$ cat config.mk
export PLATFORM = sky130hd
export DESIGN_NAME = ipi_dispatch
export DESIGN_NICKNAME = d
export VERILOG_FILES = /design/src/rtl/ipi_pkg.sv /design/src/rtl/ipi_rst_sync.sv /design/src/rtl/ipi_decode.sv /design/src/rtl/ipi_strobe_gen.sv /design/src/rtl/ipi_dispatch.sv
export SDC_FILE = /design/constraint.sdc
export NUM_CORES = 1
export LEC_CHECK = 0
export ABC_AREA = 0
export BUFFER_PORTS_ARGS = -buffer_cell sky130_fd_sc_hd__buf_4
export CORE_MARGIN = 1.5
export CORE_UTILIZATION = 36
export DETAILED_ROUTE_END_ITERATION = 12
export PLACE_DENSITY = 0.75
export REMOVE_ABC_BUFFERS = 1
export SLEW_MARGIN = 20
export SYNTH_ARGS = -nofsm -noshare
export SYNTH_HDL_FRONTEND = slang
export SYNTH_SLANG_ARGS = --single-unit
$ cat constraint.sdc
create_clock -name clk -period 1.2 [get_ports clk]
set_input_delay 0.12 -clock clk [delete_from_list [all_inputs] [get_ports clk]]
set_output_delay 0.12 -clock clk [all_outputs]
set_load 0.02 [all_outputs]
$ cat src/rtl/ipi_pkg.sv
package ipi_pkg;
  localparam int DATA_W    = 64;
  localparam int KIND_LSB  = 16;
  localparam int KIND_W    = 2;
  localparam int CPU_LSB   = 8;
  localparam int CPU_FLD_W = 5;
  localparam int VEC_LSB   = 0;
  localparam int VEC_W     = 6;

  typedef enum logic [KIND_W-1:0] {
    K_IRQ   = 2'd0,
    K_RESET = 2'd1,
    K_IDLE  = 2'd2,
    K_WAKE  = 2'd3
  } ipi_kind_e;

  typedef struct packed {
    ipi_kind_e            kind;
    logic [CPU_FLD_W-1:0] cpu;
    logic [VEC_W-1:0]     vec;
  } ipi_req_t;
endpackage

$ cat src/rtl/ipi_rst_sync.sv
module ipi_rst_sync #(
  parameter int STAGES = 2
) (
  input  logic clk,
  input  logic arst_n,
  output logic srst_n
);
  logic [STAGES-1:0] sync_q;
  logic [STAGES-1:0] sync_d;

  always_comb begin
    sync_d = {sync_q[STAGES-2:0], 1'b1};
  end

  always_ff @(posedge clk or negedge arst_n) begin
    if (!arst_n) sync_q <= '0;
    else         sync_q <= sync_d;
  end

  assign srst_n = sync_q[STAGES-1];
endmodule

$ cat src/rtl/ipi_decode.sv
module ipi_decode
  import ipi_pkg::*;
#(
  parameter int              NUM_CPUS = 8,
  parameter logic [VEC_W-1:0] POR_VEC = 6'h01
) (
  input  logic [DATA_W-1:0] data,
  output ipi_req_t          req,
  output logic              in_range,
  output logic              vec_is_por
);
  logic unused_bits;

  always_comb begin
    req.kind   = ipi_kind_e'(data[KIND_LSB +: KIND_W]);
    req.cpu    = data[CPU_LSB +: CPU_FLD_W];
    req.vec    = data[VEC_LSB +: VEC_W];
    in_range   = ({1'b0, req.cpu} < (CPU_FLD_W+1)'(NUM_CPUS));
    vec_is_por = (req.vec == POR_VEC);
  end

  assign unused_bits = ^{data[DATA_W-1:KIND_LSB+KIND_W],
                         data[KIND_LSB-1:CPU_LSB+CPU_FLD_W],
                         data[CPU_LSB-1:VEC_LSB+VEC_W]};
endmodule

$ cat src/rtl/ipi_strobe_gen.sv
module ipi_strobe_gen
  import ipi_pkg::*;
#(
  parameter int NUM_CPUS = 8
) (
  input  logic                clk,
  input  logic                rst_n,
  input  logic                wr_en,
  input  ipi_req_t            req,
  input  logic                in_range,
  input  logic                vec_is_por,
  output logic [NUM_CPUS-1:0] irq_q,
  output logic [NUM_CPUS-1:0] rst_q,
  output logic [NUM_CPUS-1:0] idle_q,
  output logic [NUM_CPUS-1:0] wake_q,
  output logic [VEC_W-1:0]    vec_q,
  output logic                err_q
);
  logic                fire;
  logic                rst_ok;
  logic [NUM_CPUS-1:0] sel;
  logic [NUM_CPUS-1:0] irq_d, rst_d, idle_d, wake_d;
  logic [VEC_W-1:0]    vec_d;
  logic                err_d;

  always_comb begin
    fire   = wr_en && in_range;
    rst_ok = (req.kind == K_RESET) && vec_is_por;
    err_d  = fire && (req.kind == K_RESET) && !vec_is_por;
    vec_d  = (fire && ((req.kind == K_IRQ) || rst_ok)) ? req.vec : '0;
  end

  for (genvar i = 0; i < NUM_CPUS; i++) begin : g_cpu
    always_comb begin
      sel[i]    = fire && (req.cpu == CPU_FLD_W'(i));
      irq_d[i]  = sel[i] && (req.kind == K_IRQ);
      rst_d[i]  = sel[i] && rst_ok;
      idle_d[i] = sel[i] && (req.kind == K_IDLE);
      // a reset accepted last cycle is followed by a resume
      wake_d[i] = (sel[i] && (req.kind == K_WAKE)) || rst_q[i];
    end
  end

  always_ff @(posedge clk or negedge rst_n) begin
    if (!rst_n) begin
      irq_q  <= '0;
      rst_q  <= '0;
      idle_q <= '0;
      wake_q <= '0;
      vec_q  <= '0;
      err_q  <= 1'b0;
    end else begin
      irq_q  <= irq_d;
      rst_q  <= rst_d;
      idle_q <= idle_d;
      wake_q <= wake_d;
      vec_q  <= vec_d;
      err_q  <= err_d;
    end
  end

  AST_ONE_KIND: assert property (@(posedge clk) disable iff (!rst_n)
    $onehot0({|irq_q, |rst_q, |idle_q})) else $error("AST_ONE_KIND");
  AST_IRQ_ONEHOT: assert property (@(posedge clk) disable iff (!rst_n)
    $onehot0(irq_q) && $onehot0(rst_q) && $onehot0(idle_q)) else $error("AST_IRQ_ONEHOT");
  AST_WAKE_AFTER_RST: assert property (@(posedge clk) disable iff (!rst_n)
    (|rst_q) |=> ((wake_q & $past(rst_q)) == $past(rst_q))) else $error("AST_WAKE_AFTER_RST");
  AST_ERR_NO_RST: assert property (@(posedge clk) disable iff (!rst_n)
    err_q |-> (rst_q == '0)) else $error("AST_ERR_NO_RST");
  AST_VEC_IDLE_ZERO: assert property (@(posedge clk) disable iff (!rst_n)
    ((irq_q == '0) && (rst_q == '0)) |-> (vec_q == '0)) else $error("AST_VEC_IDLE_ZERO");
endmodule

$ cat src/rtl/ipi_dispatch.sv
module ipi_dispatch
  import ipi_pkg::*;
#(
  parameter int              NUM_CPUS = 8,
  parameter logic [VEC_W-1:0] POR_VEC = 6'h01
) (
  input  logic                clk,
  input  logic                rst_n,
  input  logic                cmd_wr,
  input  logic [63:0]         cmd_data,
  output logic [NUM_CPUS-1:0] irq_strb,
  output logic [NUM_CPUS-1:0] rst_strb,
  output logic [NUM_CPUS-1:0] idle_strb,
  output logic [NUM_CPUS-1:0] wake_strb,
  output logic [5:0]          strb_vec,
  output logic                cmd_err
);
  logic     srst_n;
  ipi_req_t req;
  logic     in_range;
  logic     vec_is_por;

  ipi_rst_sync #(.STAGES(2)) u_rst_sync (
    .clk    (clk),
    .arst_n (rst_n),
    .srst_n (srst_n)
  );

  ipi_decode #(.NUM_CPUS(NUM_CPUS), .POR_VEC(POR_VEC)) u_decode (
    .data       (cmd_data),
    .req        (req),
    .in_range   (in_range),
    .vec_is_por (vec_is_por)
  );

  ipi_strobe_gen #(.NUM_CPUS(NUM_CPUS)) u_strobe (
    .clk        (clk),
    .rst_n      (srst_n),
    .wr_en      (cmd_wr),
    .req        (req),
    .in_range   (in_range),
    .vec_is_por (vec_is_por),
    .irq_q      (irq_strb),
    .rst_q      (rst_strb),
    .idle_q     (idle_strb),
    .wake_q     (wake_strb),
    .vec_q      (strb_vec),
    .err_q      (cmd_err)
  );

  AST_OUT_OF_RANGE: assert property (@(posedge clk) disable iff (!srst_n)
    (cmd_wr && (cmd_data[12:8] >= 5'(NUM_CPUS))) |=>
      ((irq_strb == '0) && (rst_strb == '0) && (idle_strb == '0) && !cmd_err))
    else $error("AST_OUT_OF_RANGE");
  AST_NO_WR_NO_CMD: assert property (@(posedge clk) disable iff (!srst_n)
    !cmd_wr |=> ((irq_strb == '0) && (rst_strb == '0) && (idle_strb == '0) && !cmd_err))
    else $error("AST_NO_WR_NO_CMD");
  AST_IRQ_VEC: assert property (@(posedge clk) disable iff (!srst_n)
    (cmd_wr && (cmd_data[17:16] == 2'd0) && (cmd_data[12:8] < 5'(NUM_CPUS))) |=>
      (strb_vec == $past(cmd_data[5:0])))
    else $error("AST_IRQ_VEC");
endmodule

==> results of run 1 <==
-- cell usage in the layout, fill, tap and decap left out, drive strengths merged --
cell         count
nand2            7
or2              1
or3              1
dfrtp           41
nor3             1
a21boi           1
nor4b            3
conb             1
buf             58
nand3            2
nor2            25
and2             3
a31o             2
dlygate4sd3      1
nor3b            3
clkbuf           7
nand2b           2
a21o             6
clkinv           1
nand4b           1
nor2b            3
nor4             2
and4bb           1
-- power groups by stage --
stage / Clock [W] / Combinational, W / Sequential (W)
final: 0.000954 / 0.000171 / 0.00139
after global routing: 0.00105 / 0.000188 / 0.00139
after CTS: 0.000980 / 0.000173 / 0.00139
after detailed placement: 0 / 0.000170 / 0.00142
after global placement: 0 / 0.000164 / 0.00142
after floorplan: 0 / 0.0000474 / 0.00144
-- routing by layer --
metal  GRT usage  vias to the layer above
li1            -                      485
met4       0.102                        0
met2       0.260                       37
met3      0.0405                        7
met1       0.210                      509
met5           0                        -
-- registers in the layout, indices dropped and copies added (netlist names) --
| signal | count |
|---|---|
| u_strobe.idle_q | 8 |
| u_strobe.irq_q | 8 |
| u_strobe.rst_q | 8 |
| u_strobe.wake_q | 8 |
| u_strobe.vec_q | 6 |
| u_rst_sync.sync_q | 2 |
| u_strobe.err_q | 1 |
-- cells by family after synthesis --
kind of cell,share of synthesized area
AO/OA/AOI/OAI,0.0479
buffers and inverters,0.00598
flip-flops,0.701
other,0.00256
AND/OR/NAND/NOR,0.243
-- layout make-up --
type | count | share of cell area
clock buffers | 7 | 0.0467
well taps | 48 | 0.0291
flip-flops and latches | 41 | 0.498
repair buffers | 59 | 0.216
clock inverters | 1 | 0.00243
multi-input cells | 65 | 0.208
-- worst max-delay path by stage --
stage / start / end / slack, ns / cells after the start
finish: u_strobe.rst_q[2] / rst_strb[2] / 0.22 / 1
global route: u_strobe.rst_q[2] / rst_strb[2] / 0.19 / 1
CTS: u_strobe.rst_q[2] / rst_strb[2] / 0.21 / 1
detailed placement: cmd_data[12] / u_strobe.wake_q[7] / 0.03 / 4
global placement: cmd_data[12] / u_strobe.vec_q[2] / 0.08 / 4
floorplan: u_rst_sync.sync_q[1] / u_strobe.err_q / -0.03 / 0
-- metrics by stage --
step                instance area [sq um]  std cells   util  hold WS, ns
floorplan                            1460        106      -       -0.176
global placement                     1950        212  0.517      -0.0961
detailed placement                   1950        212  0.517      -0.0936
CTS                                  2060        221  0.547       0.0226
global route                         2060        221  0.547       0.0250
finish                               2060        221  0.547       0.0408
-- timing repair --
item / in CTS / in global routing
hold buffers: 1 / 0
resized for setup: 0 / 0
hold endpoints to repair: 2 / 0
==> impl_metrics.toml, run 1 <==
[outcome]
status = "finished, final reports clean"

[hold_path]
min-delay-start = "cmd_data[17]"
class_of_the_tightest_hold_or_removal_check = "input pin to register"
hold_path_depth = 2
min_delay_worst_endpoint = "u_strobe.err_q"

[sta]
final_setup_violation_count = 0
setup_total_negative_slack_ns = 0
post_layout_minimum_cycle_time_ns = 0.975
number_of_pins_with_negative_max_slew_slack_in_the_final_report = 0
layout_worst_path_cycle_share = 0.813
setup_ws_ns = 0.225
grt_setup_unrepaired = "false"
maximum_frequency_from_static_timing_analysis_ghz = 1.03
clock-skew-final_ns = 0.00508
finalHoldViolations = 0

[global_routing]
via_count_of_the_first_global_routing_pass = 1113
grt_first_pass_wirelength_mm = 5.27
grt_overflow_total = 0
grtUsageTotal = 0.167
maximum_number_of_pins_on_one_net_before_global_route_repair = 26
antenna_violations_before_repair = 0

[floorplan]
chipWidth_microns = 66.8
rows = 22
initial_core_utilization = 0.388
dieHeight_microns = 66.8
fp.dieArea_sq_um = 4460
placeableCoreArea_sq_um = 3770
boundaryPins = 106

[synth]
ys_top_cells_by_area = "dfrtp_1 70%, nor2_1 6.4%, a21o_1 3.1%, nor4_2 1.7%, nor4b_4 1.6%"
synth-edff-count = 0
number_of_distinct_library_cell_variants_in_the_gate_level_netlist_after_synthesis = 27
synth.cell_area_sq_um = 1460
synth-main-ff-cell = "dfrtp_1"
synth_sequential_area_ratio = 0.701
post-synth-top-area-cell = "dfrtp_1"
yosys_warnings = 0
synthesis.area_per_instance_sq_um = 13.6
synth.top_cell.area_share = 0.701
synth-seq-cells = 41
synth_most_common_cell = "dfrtp_1"
synth_cells = 108
synth.top_cells.by_count = "41 x dfrtp_1, 25 x nor2_1, 6 x a21o_1"
synth_async_sr_flop_share = 1.00

[power]
seqPwrFrac = 0.553
p_comb_frac = 0.068
fraction_of_power_consumed_by_the_clock_network = 0.379
netSwitchingPower_w = 0.000538
sw_frac_of_total = 0.214
leakage_nw = 1.11
worst_ir_drop_vdd_v = 0.000791
total_power_w = 0.00252
power-per-cell-area_nw_per_um2 = 1220
power.internal_w = 0.00198

[detailed_routing]
met1Wirelength_mm = 1.42
via_per_inst = 4.70
drt_drc_violations_left = 0
wl_mm = 3.20
drtAntennaViolNets = 0
detailroute.wirelength.met2_mm = 1.51
top_layer = "met4"
vias = 1038
detailedRoute.firstIterationViolations = 43
detail_route.wl_per_cell_microns = 14.5
drt_pre_antenna_iters = 4
met3RoutedLength_microns = 205

[setup_path]
combined_buffer_and_inverter_count_along_the_critical_path = 1
timing.critical_path.cells = "buf_4"
r2r_cells = 1
cp-end-kind = "output port"
cp_top_family = "flip-flops"
crit_slowest_cell = "dfrtp_1"
critical_path.reg2reg.startpoint = "u_strobe.rst_q[7]"
worst-path-max-fanout = 2
worstReg2RegEnd = "u_strobe.wake_q[7]"
crit_arrival_ns = 0.86
element_type_at_the_critical_path_start = "register"
slowest_delay_ns = 0.40
r2r_slack_ns = 0.52
worst_ep_required_time_ns = 1.08
timing_worst_setup_path_type = "register to output port"

[layout]
multi_input_area_sq_um = 429
count_of_fill_cells_added_during_filler_insertion = 339
post_route_cells_drive_above_1_share = 0.462
antenna_cells = 0
area.sequential_sq_um = 1030
areaGrowthSynthToFinish_pct = 40.9
num-nets-final = 239

[placement]
globalplace.congestion = 0.791
place_worst_setup_slack_ns = 0.0327
place_hpwl_mm = 2.48
port_buffers = 54

[clock_network]
cts_tree = "yes"
cts-buffers-inserted = 5
clkSinkCount = 41
clock_path_buffers = 2
ctsHtreeMaxLevel = 2
cts_root_buf = "clkbuf_8"
cts.reportedPaths.clkPinSlew_ns = 0.07
setup_buffers_after_cts = 0
clk_latency_ns = 0.29

[flow_run]
maxCapViolCount = 0
(Power assumes the default switching activity.)
==> inputs of run 2 (changes only) <==
==> constraint.sdc (replaced) <==
create_clock -name clk -period 0.8 [get_ports clk]
set_input_delay 0.08 -clock clk [delete_from_list [all_inputs] [get_ports clk]]
set_output_delay 0.08 -clock clk [all_outputs]
set_load 0.02 [all_outputs]
==> impl_metrics.toml, run 2 (synthesized netlist as in run 1, its figures left out) <==
[sta]
setup_ws_ns = -0.116
number_of_pins_with_negative_max_slew_slack_in_the_final_report = 0
post_layout_minimum_cycle_time_ns = 0.916
grt_setup_unrepaired = "true"
final_setup_violation_count = 40
hold-worst-slack_ns = -0.00344
finalHoldViolations = 1
clock-skew-final_ns = 0.00431
maximum_frequency_from_static_timing_analysis_ghz = 1.09
layout_worst_path_cycle_share = 1.15

[clock_network]
clock_path_buffers = 2
ctsHtreeMaxLevel = 2
cts-buffers-inserted = 5
cts.reportedPaths.clkPinSlew_ns = 0.07
cts_tree = "yes"
clkSinkCount = 41
cts_root_buf = "clkbuf_8"
holdBufCountCts = 2
clk_latency_ns = 0.29

[power]
worst_ir_drop_vdd_v = 0.00148
leakage_nw = 1.20
power-per-cell-area_nw_per_um2 = 1630

[layout]
areaGrowthSynthToFinish_pct = 59.4
antenna_cells = 0
post_route_cells_drive_above_1_share = 0.495
final_cell_mix = "41 x dfrtp_1, 40 x buf_6, 29 x buf_4"
mostFrequentLayoutCell = "dfrtp_1"
num-nets-final = 252
utilization = 0.619

[floorplan]
dieHeight_microns = 66.8
fp.dieArea_sq_um = 4460
chipWidth_microns = 66.8
placeableCoreArea_sq_um = 3770
boundaryPins = 106
initial_core_utilization = 0.388
rows = 22

[outcome]
status = "complete, but fails checks"
violations_in_the_final_reports = "negative hold slack, negative setup slack"

[detailed_routing]
detailedRoute.firstIterationViolations = 45
drt_drc_violations_left = 0
detail_route.wl_per_cell_microns = 14.0
vias = 1092
drtAntennaViolNets = 0
wl_mm = 3.27
via_per_inst = 4.67
drt_pre_antenna_iters = 4

[setup_path]
slowest_delay_ns = 0.41
combined_buffer_and_inverter_count_along_the_critical_path = 1
cp-end-kind = "output port"
crit_arrival_ns = 0.84
timing_worst_setup_path_type = "register to output port"
worst-path-max-fanout = 2
crit_slowest_cell = "dfrtp_1"
worst_ep_required_time_ns = 0.72
cp_top_family = "flip-flops"
timing.critical_path.cells = "buf_6"
element_type_at_the_critical_path_start = "register"

[flow_run]
maxCapViolCount = 0

[global_routing]
maximum_number_of_pins_on_one_net_before_global_route_repair = 21
grt_overflow_total = 0
via_count_of_the_first_global_routing_pass = 1145
antenna_violations_before_repair = 0
grtUsageTotal = 0.177
grt_first_pass_wirelength_mm = 5.56

[placement]
place_hpwl_mm = 2.44
port_buffers = 54
place_worst_setup_slack_ns = -0.250
globalplace.congestion = 0.848

[hold_path]
class_of_the_tightest_hold_or_removal_check = "input pin to register"
[run 2: cell types whose count changed in the layout (fill, tap and decap cells not counted)]
cell	delta
buf_6	+40
nor4_2	-1
nor4_4	+1
buf_12	+1
buf_4	-29
dlygate4sd3_1	+1
[run 2: what timing repair did]
item	CTS	global route
setup buffers	3	0
endpoints found under the hold margin	5	1
gates cloned	0	0
resized for setup	39	2
setup endpoints to repair	39	49
pin swaps	0	1
[run 2: layout make-up]
class                           count  area [sq um]
Fill cell                         308          1440
Sequential cell                    41          1030
Timing Repair Buffer               72           708
Multi-Input combinational cell     65           438
Clock buffer                        7          96.3
Tap cell                           48          60.1
Clock inverter                      1          5.00
[run 2: worst paths after layout]
path,from,endpoint,slack [ns],depth (start not counted)
worst max-delay path,u_strobe.rst_q[2],rst_strb[2],-0.12,1
worst min-delay path,cmd_data[17],u_strobe.err_q,-0.003,2
worst max register to register,u_strobe.rst_q[7],u_strobe.wake_q[7],-0.02,2
worst min register to register,u_rst_sync.sync_q[1],u_strobe.irq_q[0],0.21,1
max in group asynchronous,u_rst_sync.sync_q[1],u_strobe.vec_q[1],0.31,1
min in group asynchronous,rst_n,u_rst_sync.sync_q[1],0.11,2
[run 2: report_power, final]
part	switching [W]	leakage [nW]	internal (W)
registers	0.00000697	0.568	0.00208
clock network	0.000637	0.0542	0.000778
logic	0.000161	0.579	0.000145
[run 2: per-stage QoR]
| step | power, W | instance area, sq um | cells | TNS (ns) |
|---|---|---|---|---|
| floorplan | 0.00224 | 1460 | 106 | -16.69 |
| global placement | 0.00241 | 2030 | 221 | -5.22 |
| detailed placement | 0.00242 | 2030 | 221 | -5.49 |
| CTS | 0.00386 | 2320 | 234 | -3.59 |
| global route | 0.00400 | 2330 | 234 | -4.51 |
| finish | 0.00381 | 2330 | 234 | -3.21 |
[run 2: layer usage]
metal	track usage	vias to the layer above	routed length [microns]
met1	0.216	532	1420
li1	-	509	-
met2	0.289	45	1570
met4	0.0612	0	51
met5	0	-	0
met3	0.0642	6	222
